$ cat src/rtl/rn_pkg.sv
package rn_pkg;
    typedef enum logic [1:0] {
        HS_RUN   = 2'd0,
        HS_FAULT = 2'd1,
        HS_HUNG  = 2'd2,
        HS_BOTH  = 2'd3
    } health_e;
endpackage

$ cat src/rtl/rn_map_table.sv
module rn_map_table #(
    parameter int ENTRIES = 8,
    parameter int PW      = 4,
    localparam int IW     = $clog2(ENTRIES),
    localparam int BW     = $clog2(PW)
) (
    input  logic          clk,
    input  logic          rst_n,
    input  logic [IW-1:0] rd_idx,
    output logic [PW-1:0] rd_data,
    input  logic          wr_en,
    input  logic [IW-1:0] wr_idx,
    input  logic [PW-1:0] wr_data,
    input  logic          flip_en,
    input  logic [IW-1:0] flip_idx,
    input  logic [BW-1:0] flip_bit
);
    logic [PW-1:0] ent_q [ENTRIES];
    logic [PW-1:0] ent_d [ENTRIES];

    always_comb begin
        for (int i = 0; i < ENTRIES; i++) begin
            ent_d[i] = ent_q[i];
            if (wr_en && wr_idx == IW'(i))
                ent_d[i] = wr_data;
            if (flip_en && flip_idx == IW'(i))
                ent_d[i] = ent_d[i] ^ (PW'(1) << flip_bit);
        end
    end

    always_ff @(posedge clk or negedge rst_n) begin
        if (!rst_n) begin
            for (int i = 0; i < ENTRIES; i++) ent_q[i] <= PW'(i);
        end else begin
            for (int i = 0; i < ENTRIES; i++) ent_q[i] <= ent_d[i];
        end
    end

    assign rd_data = ent_q[rd_idx];
endmodule

$ cat src/rtl/rn_freelist.sv
module rn_freelist #(
    parameter int NUM_PHYS = 16,
    parameter int NUM_LOG  = 8,
    localparam int PW      = $clog2(NUM_PHYS),
    localparam int SLOTS   = NUM_PHYS - NUM_LOG,
    localparam int PTRW    = $clog2(SLOTS),
    localparam int CW      = $clog2(SLOTS + 1)
) (
    input  logic          clk,
    input  logic          rst_n,
    input  logic          pop,
    input  logic          push,
    input  logic [PW-1:0] push_id,
    output logic [PW-1:0] head_id,
    output logic [CW-1:0] count
);
    logic [PW-1:0]   slot_q [SLOTS];
    logic [PTRW-1:0] rd_ptr, wr_ptr;

    function automatic logic [PTRW-1:0] bump(input logic [PTRW-1:0] p);
        return (p == PTRW'(SLOTS - 1)) ? '0 : p + 1'b1;
    endfunction

    always_ff @(posedge clk or negedge rst_n) begin
        if (!rst_n) begin
            for (int k = 0; k < SLOTS; k++) slot_q[k] <= PW'(NUM_LOG + k);
            rd_ptr <= '0;
            wr_ptr <= '0;
            count  <= CW'(SLOTS);
        end else begin
            if (pop) rd_ptr <= bump(rd_ptr);
            if (push) begin
                slot_q[wr_ptr] <= push_id;
                wr_ptr         <= bump(wr_ptr);
            end
            unique case ({push, pop})
                2'b10:   count <= count + 1'b1;
                2'b01:   count <= count - 1'b1;
                default: count <= count;
            endcase
        end
    end

    assign head_id = slot_q[rd_ptr];
endmodule

$ cat src/rtl/rn_active_list.sv
module rn_active_list #(
    parameter int DEPTH  = 16,
    parameter int EW     = 11,
    localparam int PTRW  = $clog2(DEPTH),
    localparam int CW    = $clog2(DEPTH + 1)
) (
    input  logic          clk,
    input  logic          rst_n,
    input  logic          push,
    input  logic [EW-1:0] push_ent,
    input  logic          pop,
    output logic [EW-1:0] head_ent,
    output logic [CW-1:0] count,
    output logic          empty,
    output logic          full
);
    logic [EW-1:0]   ent_q [DEPTH];
    logic [PTRW-1:0] hd_ptr, tl_ptr;

    function automatic logic [PTRW-1:0] bump(input logic [PTRW-1:0] p);
        return (p == PTRW'(DEPTH - 1)) ? '0 : p + 1'b1;
    endfunction

    always_ff @(posedge clk or negedge rst_n) begin
        if (!rst_n) begin
            for (int k = 0; k < DEPTH; k++) ent_q[k] <= '0;
            hd_ptr <= '0;
            tl_ptr <= '0;
            count  <= '0;
        end else begin
            if (push) begin
                ent_q[tl_ptr] <= push_ent;
                tl_ptr        <= bump(tl_ptr);
            end
            if (pop) hd_ptr <= bump(hd_ptr);
            unique case ({push, pop})
                2'b10:   count <= count + 1'b1;
                2'b01:   count <= count - 1'b1;
                default: count <= count;
            endcase
        end
    end

    assign head_ent = ent_q[hd_ptr];
    assign empty    = (count == '0);
    assign full     = (count == CW'(DEPTH));
endmodule

$ cat src/rtl/rn_health_fsm.sv
module rn_health_fsm
    import rn_pkg::*;
#(
    parameter int WDOG_LIMIT = 32,
    localparam int WCW       = $clog2(WDOG_LIMIT + 1)
) (
    input  logic clk,
    input  logic rst_n,
    input  logic retire_fire,
    input  logic pending,
    input  logic check_fail,
    output logic fault_flag,
    output logic hang_flag
);
    health_e        st_q, st_d;
    logic [WCW-1:0] idle_cnt;
    logic           expire;

    // A stall cycle is one with work pending and no retirement.
    assign expire = pending && !retire_fire && (idle_cnt == WCW'(WDOG_LIMIT - 1));

    always_ff @(posedge clk or negedge rst_n) begin
        if (!rst_n)                       idle_cnt <= '0;
        else if (!pending || retire_fire) idle_cnt <= '0;
        else if (idle_cnt != WCW'(WDOG_LIMIT)) idle_cnt <= idle_cnt + 1'b1;
    end

    always_ff @(posedge clk or negedge rst_n) begin
        if (!rst_n) st_q <= HS_RUN;
        else        st_q <= st_d;
    end

    always_comb begin
        st_d = st_q;
        unique case (st_q)
            HS_RUN: begin
                if (check_fail && expire) st_d = HS_BOTH;
                else if (check_fail)      st_d = HS_FAULT;
                else if (expire)          st_d = HS_HUNG;
            end
            HS_FAULT: if (expire)     st_d = HS_BOTH;
            HS_HUNG:  if (check_fail) st_d = HS_BOTH;
            HS_BOTH:  st_d = HS_BOTH;
            default:  st_d = HS_RUN;
        endcase
    end

    always_comb begin
        fault_flag = 1'b0;
        hang_flag  = 1'b0;
        unique case (st_q)
            HS_RUN:   ;
            HS_FAULT: fault_flag = 1'b1;
            HS_HUNG:  hang_flag  = 1'b1;
            HS_BOTH: begin
                fault_flag = 1'b1;
                hang_flag  = 1'b1;
            end
            default:  ;
        endcase
    end
endmodule

$ cat src/rtl/rename_unit.sv
module rename_unit #(
    parameter int NUM_LOG    = 8,
    parameter int NUM_PHYS   = 16,
    parameter int AL_DEPTH   = 16,
    parameter int WDOG_LIMIT = 32,
    localparam int LW        = $clog2(NUM_LOG),
    localparam int PW        = $clog2(NUM_PHYS),
    localparam int BW        = $clog2(PW),
    localparam int SLOTS     = NUM_PHYS - NUM_LOG,
    localparam int FCW       = $clog2(SLOTS + 1),
    localparam int ACW       = $clog2(AL_DEPTH + 1),
    localparam int EW        = LW + 2 * PW
) (
    input  logic          clk,
    input  logic          rst_n,
    input  logic          disp_valid,
    input  logic [LW-1:0] disp_ldst,
    output logic          disp_ready,
    output logic [PW-1:0] disp_pdst,
    output logic [PW-1:0] disp_pold,
    input  logic          ret_req,
    output logic          ret_done,
    output logic [LW-1:0] ret_ldst,
    output logic [PW-1:0] ret_pdst,
    output logic [PW-1:0] ret_pold,
    output logic          fault,
    output logic          wdog_alarm,
    input  logic          inj_en,
    input  logic          inj_arch,
    input  logic [LW-1:0] inj_idx,
    input  logic [BW-1:0] inj_bit
);
    logic [FCW-1:0] fl_count;
    logic [ACW-1:0] al_count;
    logic           al_empty, al_full;
    logic [EW-1:0]  al_head;
    logic [PW-1:0]  arch_rd;
    logic           disp_fire, ret_fire, check_fail;

    assign disp_ready = (fl_count != '0) && !al_full;
    assign disp_fire  = disp_valid && disp_ready;
    assign ret_fire   = ret_req && !al_empty;
    assign ret_done   = ret_fire;
    assign {ret_ldst, ret_pdst, ret_pold} = al_head;
    assign check_fail = ret_fire && (ret_pold != arch_rd);

    rn_map_table #(.ENTRIES(NUM_LOG), .PW(PW)) u_spec_map (
        .clk(clk), .rst_n(rst_n),
        .rd_idx(disp_ldst), .rd_data(disp_pold),
        .wr_en(disp_fire), .wr_idx(disp_ldst), .wr_data(disp_pdst),
        .flip_en(inj_en && !inj_arch), .flip_idx(inj_idx), .flip_bit(inj_bit)
    );

    rn_map_table #(.ENTRIES(NUM_LOG), .PW(PW)) u_arch_map (
        .clk(clk), .rst_n(rst_n),
        .rd_idx(ret_ldst), .rd_data(arch_rd),
        .wr_en(ret_fire), .wr_idx(ret_ldst), .wr_data(ret_pdst),
        .flip_en(inj_en && inj_arch), .flip_idx(inj_idx), .flip_bit(inj_bit)
    );

    rn_freelist #(.NUM_PHYS(NUM_PHYS), .NUM_LOG(NUM_LOG)) u_free (
        .clk(clk), .rst_n(rst_n),
        .pop(disp_fire), .push(ret_fire), .push_id(ret_pold),
        .head_id(disp_pdst), .count(fl_count)
    );

    rn_active_list #(.DEPTH(AL_DEPTH), .EW(EW)) u_inflight (
        .clk(clk), .rst_n(rst_n),
        .push(disp_fire), .push_ent({disp_ldst, disp_pdst, disp_pold}),
        .pop(ret_fire), .head_ent(al_head),
        .count(al_count), .empty(al_empty), .full(al_full)
    );

    rn_health_fsm #(.WDOG_LIMIT(WDOG_LIMIT)) u_health (
        .clk(clk), .rst_n(rst_n),
        .retire_fire(ret_fire), .pending(!al_empty), .check_fail(check_fail),
        .fault_flag(fault), .hang_flag(wdog_alarm)
    );
endmodule

$ cat config.mk
export PLATFORM = sky130hd
export DESIGN_NAME = rename_unit
export DESIGN_NICKNAME = d
export VERILOG_FILES = /design/src/rtl/rn_pkg.sv /design/src/rtl/rn_map_table.sv /design/src/rtl/rn_freelist.sv /design/src/rtl/rn_active_list.sv /design/src/rtl/rn_health_fsm.sv /design/src/rtl/rename_unit.sv
export SDC_FILE = /design/constraint.sdc
export NUM_CORES = 1
export LEC_CHECK = 0
export BUFFER_PORTS_ARGS = -buffer_cell sky130_fd_sc_hd__clkbuf_2
export CAP_MARGIN = 20
export CORE_AREA = 2 2 202 204
export DETAILED_ROUTE_END_ITERATION = 8
export DIE_AREA = 0 0 204 206
export HOLD_SLACK_MARGIN = 0.02
export PLACE_DENSITY_LB_ADDON = 0.25
export SLEW_MARGIN = 15
export SYNTH_ARGS = -nofsm -noshare
export SYNTH_HDL_FRONTEND = slang
export SYNTH_HIERARCHICAL = 1
export SYNTH_SLANG_ARGS = --single-unit
$ cat constraint.sdc
create_clock -name clk -period 3.25 [get_ports clk]
set_input_delay 0.1625 -clock clk [delete_from_list [all_inputs] [get_ports clk]]
set_output_delay 0.1625 -clock clk [all_outputs]
set_load 0.1 [all_outputs]
Word level (Yosys, flattened, before mapping)
Index checks and enable logic that the tools add are counted.
{ "classes": {"magnitude_cmp": 8, "n_reduce_logical": 60, "mux": 66, "addsub": 9, "shifts": 1, "eq_ne": 39, "n_bitwise": 22} }
{ "op_table": {"columns": ["op", "n"], "rows": [
  ["$bwmux W176", 1],
  ["$mux W4", 41],
  ["$xor A4 B4 Y4", 16],
  ["$bmux W11 S4", 1],
  ["$demux W11 S4", 1],
  ["$logic_and A1 B1 Y1", 43],
  ["$eq A3 B3 Y1 const B", 14],
  ["$bmux W4 S3", 3],
  ["$mux W11", 3],
  ["$bwmux W32", 1],
  ["$eq A3 B2 Y1 const B", 6],
  ["$ge A4 B4 Y1 const B", 4],
  ["$not A3 Y4", 4],
  ["$add A4 B1 Y4 const B", 3],
  ["$demux W4 S3", 1],
  ["$mux W6", 2],
  ["$ge A5 B5 Y1 const B", 2],
  ["$mux W2", 5],
  ["$not A4 Y5", 2],
  ["$pmux W5 S2", 1],
  ["$eq A3 B1 Y1 const B", 3],
  ["$logic_not A3 Y1", 3],
  ["$eq A2 B2 Y1 const B", 4],
  ["$eq A4 B4 Y1 const B", 2],
  ["27 further kinds", 39]
]} }
{ "totals": {"regBits": 303, "output_inout_bits": 23, "input_bits": 14, "wordCells": 253} }

Longest topological paths before layout
Gate-level depths: netlist (run 1).
{ "logic_depth": {"ltp_word": 13, "depth_mapped": 14} }

Cells and area by module
The synthesis (run 1) kept the hierarchy.
{ "by_module_without_submodules": {"columns": ["mod", "seq_area_each_um2", "area_per_inst_um2", "cells_each", "instances"], "rows": [
  ["rn_active_list", 4729.5, 8938.6, 593, 1],
  ["rn_map_table (u_spec_map)", 815.8, 2107.0, 177, 1],
  ["rn_map_table (u_arch_map)", 815.8, 2099.5, 177, 1],
  ["rn_freelist", 1077.3, 2044.5, 132, 1],
  ["rn_health_fsm", 200.2, 435.4, 42, 1],
  ["rename_unit", 0.0, 86.3, 12, 1]
]} }

Least setup slack after synthesis (run 1)
OpenSTA, ideal clock, no wires.
{ "synth_path": {"path_kind": "register to register", "startpoint": "reg u_inflight.hd_ptr[1]", "endpoint": "reg u_health.st_q[0]", "stages_incl_launch_ff": 12, "setup_slack_ns": -1.593, "path_buffers": 3, "t_arrival_ns": 4.715, "path_cell_list": "dfrtp_1 buf_2 buf_1 mux4_2 mux2i_1 a21oi_1 buf_6 mux4_1 mux2_2 xor2_1 o41a_1 or2_2"} }
{ "synth_via": {"elab_chain_len": 13, "word_cells_on_any_way": 17, "classes_between": "eq/ne (3); mux (9); bitwise (2); reduce/logical (3)"} }
{ "synth_rtl": {"columns": ["item", "line_no", "rtl"], "rows": [
  ["from (decl)", "rn_active_list.sv:18", "logic [PTRW-1:0] hd_ptr, tl_ptr;"],
  ["from (signal assigned)", "rn_active_list.sv:35", "if (pop) hd_ptr <= bump(hd_ptr);"],
  ["$not A4 Y5 (not written as such) *", "rn_active_list.sv:44", "assign head_ent = ent_q[hd_ptr];"],
  ["$bmux W11 S4 *", "rn_active_list.sv:44", null],
  ["$mux W11 (not written as such) * (2 in a row)", "rn_active_list.sv:44", null],
  ["net ret_ldst[1]", "rename_unit.sv:23", "output logic [LW-1:0] ret_ldst,"],
  ["$not A3 Y4 (not written as such) *", "rn_map_table.sv:39", "assign rd_data = ent_q[rd_idx];"],
  ["$bmux W4 S3 *", "rn_map_table.sv:39", null],
  ["$mux W4 (not written as such) * (2 in a row)", "rn_map_table.sv:39", null],
  ["net arch_rd[3]", "rename_unit.sv:37", "logic [PW-1:0] arch_rd;"],
  ["$ne A4 B4 Y1 *", "rename_unit.sv:45", "assign check_fail = ret_fire && (ret_pold != arch_rd);"],
  ["$logic_and A1 B1 Y1 *", "rename_unit.sv:45", null],
  ["net check_fail", "rename_unit.sv:38", "logic disp_fire, ret_fire, check_fail;"],
  ["$mux W2 or $logic_and A1 B1 Y1 (tied branches)", "rn_health_fsm.sv:38, rn_health_fsm.sv:37", null],
  ["$mux W2 or $ne A4 B1 Y1 (tied branches)", null, null],
  ["$pmux W2 S4 or $reduce_and A3 Y1 (tied branches)", null, null],
  ["to (signal assigned)", "rn_health_fsm.sv:30", "else st_q <= st_d;"],
  ["to (decl)", "rn_health_fsm.sv:15", "health_e st_q, st_d;"]
]} }
The timed path passes the listed nets; every way through them passes the cells marked *. The select of a mux whose other input is x is not followed.
A chain may end at the register's enable or synchronous reset.

Worst setup path in the final report (run 1)
{ "layout_path": {"startpoint": "reg u_inflight.hd_ptr[0]", "endpoint": "reg u_health.st_q[0]"} }
{ "layout_via": {"elab_chain_len": 13, "word_cells_on_any_way": 17, "classes_between": "eq/ne (3); mux (9); bitwise (2); reduce/logical (3)"} }
{ "layout_rtl": {"columns": ["item", "line_no"], "rows": [
  ["$not A4 Y5 (not written as such) *", "rn_active_list.sv:44"],
  ["$bmux W11 S4 *", "rn_active_list.sv:44"],
  ["$mux W11 (not written as such) * (2 in a row)", "rn_active_list.sv:44"],
  ["$not A3 Y4 (not written as such) *", "rn_map_table.sv:39"],
  ["$bmux W4 S3 *", "rn_map_table.sv:39"],
  ["$mux W4 (not written as such) * (2 in a row)", "rn_map_table.sv:39"],
  ["net arch_rd[1]", "rename_unit.sv:37"],
  ["$ne A4 B4 Y1 *", "rename_unit.sv:45"],
  ["$logic_and A1 B1 Y1 *", "rename_unit.sv:45"],
  ["net check_fail", "rename_unit.sv:38"],
  ["$mux W2 or $logic_and A1 B1 Y1 (tied branches)", "rn_health_fsm.sv:38, rn_health_fsm.sv:37"],
  ["$mux W2 or $ne A4 B1 Y1 (tied branches)", null],
  ["$pmux W2 S4 or $reduce_and A3 Y1 (tied branches)", null]
]} }
Marked as above.

==> results_dict.tcl, run 1 <==
set metrics [dict create \
    outcome "complete, no violations" \
    cts_tree "yes" \
    fin_total_pwr_mw 19.6 \
    rsz0062_at_grt "true" \
    placed_area_mm2 0.0167 \
    whs_ns 0.194 \
    core-area_mm2 0.0402 \
    dp_hpwl_um 24400 \
    drive_gt1_frac 0.413 \
    crit_fanout 7 \
    setup_viol 0 \
    path_clk_slew_ns 0.05 \
    fmax_mhz 310 \
    ir_drop_v 0.000603 \
    fin_area_mm2 0.0181 \
    min-delay-start "disp_valid" \
    start_util 0.391 \
    die_w_um 204 \
    yosys_warnings 6 \
    final_core_util 0.450 \
    grt_antenna_before_repair 0 \
    grt_pass1_vias 10000 \
    crit_type "flop to flop" \
    worstPathRequired_ns 3.64 \
    finalSetupTns_ns 0 \
    worstMarginPinSlew_ns 0.744 \
    num_vias 9470 \
    drc_errors 0 \
    holdPathEnd "u_inflight/tl_ptr[3]$_DFFE_PN0P_" \
    synth_edf_count 0 \
    diodes 0 \
    ys_ff_latch 303 \
    syn2layout_area_growth_pct 15.0 \
    root_buffer "clkbuf_16" \
    start_kind "flop" \
    ctsHtreeMaxLevel 2 \
    synth_top_flop_cell "dfrtp_1" \
    syn_avg_cell_area_um2 13.9 \
    gp_congestion 0.786 \
    fillerInstances 3619 \
    ys_types 60 \
    crit_arrival_ns 3.61 \
    final_nets 1218 \
    rr_endpoint "u_health/st_q[0]$_DFFE_PN0P_" \
    grt_max_degree 88 \
    syn_inst 1133 \
    fin_crit_sh 0.993 \
    ant_nets 0 \
    max_slew_margin 0.504 \
    end_kind "flop" \
    fp-row-count 74 \
    async_flop_share 1.00 \
    reg2reg_slack_ns 0.02 \
    timing_hold_violations_final 0 \
    dp_slack_ns -0.110 \
    r2r-start "u_inflight/hd_ptr[0]$_DFFE_PN0P_" \
    drt-total-wl_um 37300 \
    ios 37 \
    first_pass_iters 5 \
    drv_slew 0 \
    die-area_mm2 0.0420 \
    ff2ff_path_depth 10 \
    min_path_cells 4 \
    grt_pass1_wl_um 59100 \
    viasPerCell 5.43 \
    fin_ws_ns 0.0235 \
    numCtsBuffers 37 \
    grt_use_total 0.182 \
    p_leak_nw 7.93 \
    dp_cells 1668 \
    syn_area_mm2 0.0157 \
    drtIter0Drc 580 \
    hp-class "primary input to flop" \
    clk_path_buf_depth 3 \
    clock-sinks 303 \
    clock-skew-final_ns 0.0124 \
    synth_nets 1165 \
    cap_violations 0 \
    ys_seq_area_frac 0.486 \
    stdcell_count 1744 \
    gr-total-overflow 0 \
    period_needed_ns 3.23 \
    wire_per_inst_um 21.4 \
    io_buffers 36 \
    final_common_cell "dfrtp_1" \
    most-common-layout-cells "255 x dfrtp_1, 191 x mux2_2, 73 x mux2i_1" \
    die_y_um 206 \
    clk_latency_ns 0.51 \
    power_per_cell_area_mw_per_mm2 1080 \
]
where the power goes:
| group | total (mW) | switching [mW] | internal, mW |
|---|---|---|---|
| Sequential | 6.44 | 1.02 | 5.42 |
| Clock | 3.97 | 1.55 | 2.42 |
| Combinational | 9.16 | 5.19 | 3.97 |
repair_timing:
item                                   CTS  global route
cloned                                   1             1
hold buffers                             1             0
endpoints found under the hold margin   46             0
gates resized for setup                 16            12
pin swaps                                2             4
setup endpoints to repair                9            14
buffers inserted                         8             1
cells by family after synthesis:
kind of cell,after synthesis,synth area share
AND/OR/NAND/NOR,209,0.0847
flip-flops,303,0.486
adder cells (fa/ha/maj),18,0.0143
AO/OA/AOI/OAI,47,0.0183
multiplexers,373,0.315
buffers and inverters,100,0.0351
XOR/XNOR,83,0.0463
how the worst max path moves through the flow:
stage	cells after the start	startpoint	end
global placement	9	u_inflight/hd_ptr[0]$_DFFE_PN0P_	u_health/st_q[0]$_DFFE_PN0P_
floorplan	11	u_inflight/hd_ptr[0]$_DFFE_PN0P_	u_health/st_q[0]$_DFFE_PN0P_
CTS	10	u_inflight/hd_ptr[0]$_DFFE_PN0P_	u_health/st_q[0]$_DFFE_PN0P_
detailed placement	9	u_inflight/hd_ptr[0]$_DFFE_PN0P_	u_health/st_q[0]$_DFFE_PN0P_
global route	9	u_inflight/hd_ptr[0]$_DFFE_PN0P_	u_health/st_q[0]$_DFFE_PN0P_
finish	10	u_inflight/hd_ptr[0]$_DFFE_PN0P_	u_health/st_q[0]$_DFFE_PN0P_
flip-flops by register name (all words and copies together), names as in the netlist:
name / cells
u_health/st_q: 2
u_health/idle_cnt: 6
u_spec_map/ent_q: 32
u_inflight/hd_ptr: 4
u_free/slot_q: 32
u_arch_map/ent_q: 32
u_free/rd_ptr: 3
u_free/count: 4
u_free/wr_ptr: 3
u_inflight/ent_q: 176
u_inflight/count: 5
u_inflight/tl_ptr: 4
metal layers:
| layer | part of all wire | vias to the layer above | global-route usage |
|---|---|---|---|
| li1 | - | 4264 | - |
| met3 | 0.034 | 58 | 0.0257 |
| met4 | 0.022 | 0 | 0.0518 |
| met1 | 0.46 | 4996 | 0.246 |
| met2 | 0.48 | 152 | 0.307 |
| met5 | 0 | - | 0 |
cells in the mapped netlist (10+ instances only):
library cell / instances / area, µm²
dfstp_2: 45 / 1180
mux2i_1: 76 / 761
mux2_2: 193 / 2170
a21oi_1: 17 / 85.1
mux2_1: 36 / 405
ha_1: 18 / 225
dfrtp_1: 258 / 6460
nor2b_1: 21 / 131
mux4_2: 47 / 1060
nor3_1: 14 / 70.1
buf_6: 10 / 113
xnor2_1: 38 / 333
clkbuf_1: 28 / 105
nand4_1: 10 / 62.6
buf_2: 36 / 180
mux4_1: 21 / 552
nand4b_1: 17 / 149
a211oi_1: 10 / 75.1
nand2_1: 38 / 143
nor2_1: 35 / 131
nand3_1: 20 / 100
o21ai_0: 12 / 60.1
xor2_1: 45 / 394
critical path, cell delays in order (launching register included):
cell and delay [ns]:
dfrtp_4 0.50, buf_6 0.12, mux4_2 0.52, a211oi_4 0.29, buf_6 0.15, a21oi_4 0.05, mux4_2 0.45, mux2_4 0.27
xor2_1 0.16, o41a_1 0.37, or2_4 0.22
layout make-up:
cell class | instances | area [µm²] | share of cell area
clock inverters | 9 | 72.6 | 0.00401
clock buffers | 56 | 1110 | 0.0613
flip-flops and latches | 303 | 7640 | 0.423
repair buffers | 103 | 872 | 0.0482
inverters | 9 | 33.8 | 0.00187
multi-input cells | 732 | 7680 | 0.425
well taps | 532 | 666 | 0.0368
(Power assumes the default switching activity.)
==> run 2: changes to the inputs <==
--- a/config.mk
+++ b/config.mk
@@ -7,9 +7,9 @@
 export LEC_CHECK = 0
 export BUFFER_PORTS_ARGS = -buffer_cell sky130_fd_sc_hd__clkbuf_2
 export CAP_MARGIN = 20
-export CORE_AREA = 2 2 202 204
+export CORE_AREA = 2 2 284 146
 export DETAILED_ROUTE_END_ITERATION = 8
-export DIE_AREA = 0 0 204 206
+export DIE_AREA = 0 0 286 148
 export HOLD_SLACK_MARGIN = 0.02
 export PLACE_DENSITY_LB_ADDON = 0.25
 export SLEW_MARGIN = 15
==> run 2 against run 1 <==
Effect of this change:
- the flow now finishes with violations (negative setup slack)
- non-clock buffer count unchanged
- count of clock-buffer cells in the layout fell by 12
- sequential power increased by 1%
- worst setup slack got worse by 0.064 ns
- combinational power barely moved
- power down 2.2%
- routed wire length increased by 7.2%
- critical endpoint unchanged
==> results_dict.tcl, run 2 (synthesized netlist as in run 1, its figures left out) <==
set metrics [dict create \
    outcome "finished, violations left" \
    violations "negative setup slack" \
    drive_gt1_frac 0.405 \
    final_common_cell "dfrtp_1" \
    syn2layout_area_growth_pct 13.5 \
    grt_pass1_vias 9791 \
    cts_tree "yes" \
    power_per_cell_area_mw_per_mm2 1070 \
    fin_area_mm2 0.0178 \
    stdcell_count 1739 \
    dp_cells 1679 \
    grt_max_degree 99 \
    hp-class "primary input to flop" \
    most-common-layout-cells "254 x dfrtp_1, 192 x mux2_2, 75 x mux2i_1" \
    path_clk_slew_ns 0.07 \
    p_clk_frac 0.179 \
    crit_type "flop to flop" \
    final_nets 1209 \
    p_comb_frac 0.480 \
    clk_path_buf_depth 3 \
    worstPathRequired_ns 3.69 \
    placed_area_mm2 0.0167 \
    top_register "u_inflight/ent_q" \
    die_w_um 286 \
    ant_nets 0 \
    wire_per_inst_um 23.0 \
    numCtsBuffers 29 \
    max_slew_margin 0.424 \
    first_pass_iters 5 \
    clock-skew-final_ns 0.0193 \
    grt_use_total 0.191 \
    diodes 0 \
    fin_total_pwr_mw 19.1 \
    viasPerCell 5.54 \
    ios 37 \
    ctsHtreeMaxLevel 1 \
    core-area_mm2 0.0398 \
    switchingPower_mw 7.85 \
    drtIter0Drc 733 \
    num_vias 9636 \
    fp-row-count 52 \
    setup_viol 1 \
    p_leak_nw 7.81 \
    fin_ws_ns -0.0401 \
    clk_latency_ns 0.56 \
    io_buffers 36 \
    ir_drop_v 0.000523 \
    p_sw_frac 0.410 \
    worstMarginPinSlew_ns 0.865 \
    dp_slack_ns -0.148 \
    drv_slew 0 \
    fin_crit_sh 1.01 \
    crit_arrival_ns 3.73 \
    seqPwrFrac 0.341 \
    grt_pass1_wl_um 62000 \
    clock-sinks 303 \
    rsz0062_at_grt "true" \
    die_y_um 148 \
    crit_fanout 6 \
    start_kind "flop" \
    grt_antenna_before_repair 0 \
    die-area_mm2 0.0423 \
    cap_violations 0 \
    fmax_mhz 304 \
    largest_reg_flops 176 \
    root_buffer "clkbuf_16" \
    end_kind "flop" \
    drc_errors 0 \
    timing_hold_violations_final 0 \
    drt-total-wl_um 39900 \
    gp_congestion 0.809 \
    gr-total-overflow 0 \
    start_util 0.395 \
    internal-power_mw 11.3 \
    dp_hpwl_um 27400 \
    period_needed_ns 3.29 \
]
[run 2: final cells by class]
type | count | area (µm²)
Clock buffer | 44 | 862
Inverter | 9 | 33.8
Clock inverter | 9 | 83.8
Timing Repair Buffer | 103 | 900
Multi-Input combinational cell | 731 | 7620
Fill cell | 3606 | 22000
Tap cell | 540 | 676
Sequential cell | 303 | 7650
[run 2: final timing paths]
check	start	end	slack, ns	cells past startpoint
min in group asynchronous	rst_n	u_free/wr_ptr[2]$_DFFE_PN0P_	0.21	2
worst max register to register	u_inflight/hd_ptr[0]$_DFFE_PN0P_	u_health/st_q[0]$_DFFE_PN0P_	-0.04	11
worst min register to register	u_health/st_q[1]$_DFFE_PN0P_	u_health/st_q[1]$_DFFE_PN0P_	0.47	1
worst max-delay path	u_inflight/hd_ptr[0]$_DFFE_PN0P_	u_health/st_q[0]$_DFFE_PN0P_	-0.04	11
max in group asynchronous	rst_n	u_free/count[3]$_DFFE_PN1P_	2.03	3
worst min-delay path	disp_valid	u_inflight/tl_ptr[3]$_DFFE_PN0P_	0.11	4
[run 2: power groups by stage]
stage,clock network (mW),logic [mW],registers (mW)
after floorplan,0,6.89,5.96
after global placement,0,8.80,6.52
after detailed placement,0,8.97,6.54
after CTS,3.51,9.22,6.49
after global routing,3.67,9.76,6.72
final,3.42,9.18,6.52
[run 2: metrics by stage]
| step | hold slack, ns | util | setup TNS, ns |
|---|---|---|---|
| detailed placement | 0.274 | 0.420 | -0.148 |
| global route | 0.142 | 0.448 | -0.172 |
| finish | 0.114 | 0.448 | -0.0401 |
| floorplan | -0.133 | - | -1.36 |
| CTS | 0.0954 | 0.447 | -0.0466 |
| global placement | 0.272 | 0.420 | -0.148 |
[run 2: what timing repair did]
| item | 4_1_cts | 5_1_grt |
|---|---|---|
| pin swaps | 1 | 1 |
| endpoints found under the setup margin | 9 | 12 |
| resized for setup | 11 | 7 |
| hold buffers | 1 | 0 |
| cloned | 1 | 0 |
| hold endpoints to repair | 65 | 0 |
| setup buffers | 5 | 0 |
[run 2: critical path, stage by stage (launching register included)]
cell and delay [ns]:
dfrtp_4 0.49, mux4_2 0.50, nor2b_1 0.15, a211oi_2 0.14, buf_4 0.16, a21oi_4 0.04
buf_12 0.15, mux4_2 0.43, mux2_4 0.28, xor2_1 0.16, o41a_1 0.44, or2_4 0.23
[run 2: metal layers]
layer	GRT usage	share of wire
met4	0.0270	0.012
met5	0.00568	0
met3	0.0353	0.052
met1	0.321	0.55
met2	0.253	0.39
==> run 3: changes to the inputs <==
--- a/config.mk
+++ b/config.mk
@@ -6,8 +6,8 @@
 export NUM_CORES = 1
 export LEC_CHECK = 0
 export BUFFER_PORTS_ARGS = -buffer_cell sky130_fd_sc_hd__clkbuf_2
-export CAP_MARGIN = 20
 export CORE_AREA = 2 2 284 146
+export CTS_BUF_LIST = sky130_fd_sc_hd__clkbuf_8 sky130_fd_sc_hd__clkbuf_16
 export DETAILED_ROUTE_END_ITERATION = 8
 export DIE_AREA = 0 0 286 148
 export HOLD_SLACK_MARGIN = 0.02
==> constraint.sdc (replaced) <==
create_clock -name clk -period 3.95 [get_ports clk]
set_input_delay 0.1975 -clock clk [delete_from_list [all_inputs] [get_ports clk]]
set_output_delay 0.1975 -clock clk [all_outputs]
set_load 0.1 [all_outputs]
==> run 3 against run 2 <==
Effect of this change:
- the run now ends clean
- core utilization fell by 0.80 points
- non-clock buffer count fell by 27
- critical path depth shrank 2
- worst setup slack improved by 0.24 ns
- register-to-register slack better by 0.24 ns
- via count fell by 2.3%
- die area did not move
- largest cell class unchanged
==> results_dict.tcl, run 3 (synthesized netlist as in run 1, its figures left out) <==
set metrics [dict create \
    setup_viol 0 \
    most-common-layout-cells "255 x dfrtp_1, 193 x mux2_2, 76 x mux2i_1" \
    start_util 0.395 \
    drc_errors 0 \
    clock-skew-final_ns 0.0257 \
    min-delay-start "inj_arch" \
    grt_use_total 0.189 \
    dp_slack_ns 0.211 \
    fp-row-count 52 \
    gp_congestion 0.810 \
    root_buffer "clkbuf_16" \
    clk_latency_ns 0.58 \
    final_nets 1181 \
    fin_crit_sh 0.949 \
    fin_area_mm2 0.0175 \
    ir_drop_v 0.000369 \
    drv_slew 0 \
    hp-class "primary input to flop" \
    grt_antenna_before_repair 0 \
    clock-sinks 303 \
    ctsHtreeMaxLevel 1 \
    path_clk_slew_ns 0.07 \
    syn2layout_area_growth_pct 11.4 \
    diodes 0 \
    top_register "u_inflight/ent_q" \
    fillerInstances 3602 \
    grt_max_degree 106 \
    rsz0062_at_grt "false" \
    start_kind "flop" \
    r2r-start "u_inflight/hd_ptr[0]$_DFFE_PN0P_" \
    io_buffers 36 \
    timing_hold_violations_final 0 \
    wire_per_inst_um 23.1 \
    ios 37 \
    cap_violations 0 \
    outcome "complete, no violations" \
    startpoint "u_inflight/hd_ptr[0]$_DFFE_PN0P_" \
    die_w_um 286 \
    worstMarginPinSlew_ns 0.945 \
    period_needed_ns 3.75 \
    finalSetupTns_ns 0 \
    drt-met1-wl_um 22300 \
    crit_type "flop to flop" \
    num_vias 9417 \
    numCtsBuffers 29 \
    grt_pass1_wl_um 60900 \
    dr_wl_met2_um 14700 \
    die-area_mm2 0.0423 \
    core-area_mm2 0.0398 \
    crit_fanout 17 \
    max_slew_margin 0.370 \
    worstPathRequired_ns 4.41 \
    top_layer "met4" \
    ant_nets 0 \
    p_leak_nw 7.71 \
    first_pass_iters 5 \
    wl_met3_um 2060 \
    end_kind "flop" \
    cts_setup_buffers 0 \
    power_per_cell_area_mw_per_mm2 874 \
    final_common_cell "dfrtp_1" \
    drtIter0Drc 884 \
    viasPerCell 5.50 \
    largest_reg_flops 176 \
    clk_path_buf_depth 3 \
    crit_arrival_ns 4.21 \
    gr-total-overflow 0 \
    dp_hpwl_um 27000 \
    drt-total-wl_um 39500 \
    fmax_mhz 267 \
    cts_tree "yes" \
    grt_pass1_vias 9325 \
    fin_ws_ns 0.203 \
    die_y_um 148 \
    placed_area_mm2 0.0164 \
    drive_gt1_frac 0.382 \
]
[run 3: area by class of cell]
class | instances | area (µm²) | area share
multi-input combinational | 730 | 7560 | 0.432
timing repair buffer | 76 | 534 | 0.0305
clock buffer | 35 | 808 | 0.0462
sequential | 303 | 7640 | 0.437
inverter | 9 | 33.8 | 0.00193
tap | 540 | 676 | 0.0386
clock inverter | 19 | 254 | 0.0145
[run 3: path summary, 6_finish.rpt]
kind	endpoint	slack, ns	depth (start not counted)
worst min-delay path	u_spec_map/ent_q[1]$_DFF_PN1_	0.21	5
worst max-delay path	u_health/st_q[0]$_DFFE_PN0P_	0.20	9
worst min register to register	u_health/st_q[1]$_DFFE_PN0P_	0.47	1
min in group asynchronous	u_arch_map/ent_q[18]$_DFF_PN0_	0.26	2
max in group asynchronous	u_spec_map/ent_q[14]$_DFF_PN1_	2.71	3
worst max register to register	u_health/st_q[0]$_DFFE_PN0P_	0.20	9
[run 3: critical path: stages (launching register included)]
cell and delay, ns:
dfrtp_4 0.57, mux4_2 0.36, nor2b_1 0.13, a211oi_1 0.07, a21oi_2 0.70, mux4_1 0.65, mux2_2 0.29, xor2_1 0.16
o41a_1 0.43, or2_2 0.27
[run 3: report_power, final]
group	leakage, nW	switching, mW	internal (mW)
Combinational	3.34	4.08	2.73
Sequential	3.83	0.916	4.46
Clock	0.534	1.27	1.85
[run 3: through the flow]
stage | total power, mW | util | cells | hold slack (ns)
CTS | 15.4 | 0.439 | 1712 | 0.174
floorplan | 10.5 | - | 1133 | -0.0981
finish | 15.3 | 0.440 | 1712 | 0.211
global placement | 12.1 | 0.412 | 1657 | 0.337
global route | 16.1 | 0.440 | 1712 | 0.209
detailed placement | 12.2 | 0.412 | 1657 | 0.338
[run 3: what timing repair did]
item | CTS | global route
endpoints found under the setup margin | 0 | 3
gates resized for setup | 0 | 3
hold endpoints to repair | 78 | 0
hold buffers | 1 | 0
[run 3: routing by layer]
| metal | GRT usage | up-vias |
|---|---|---|
| met4 | 0.0322 | 0 |
| met2 | 0.230 | 199 |
| met3 | 0.0352 | 39 |
| li1 | - | 4185 |
| met1 | 0.334 | 4994 |
| met5 | 0 | - |
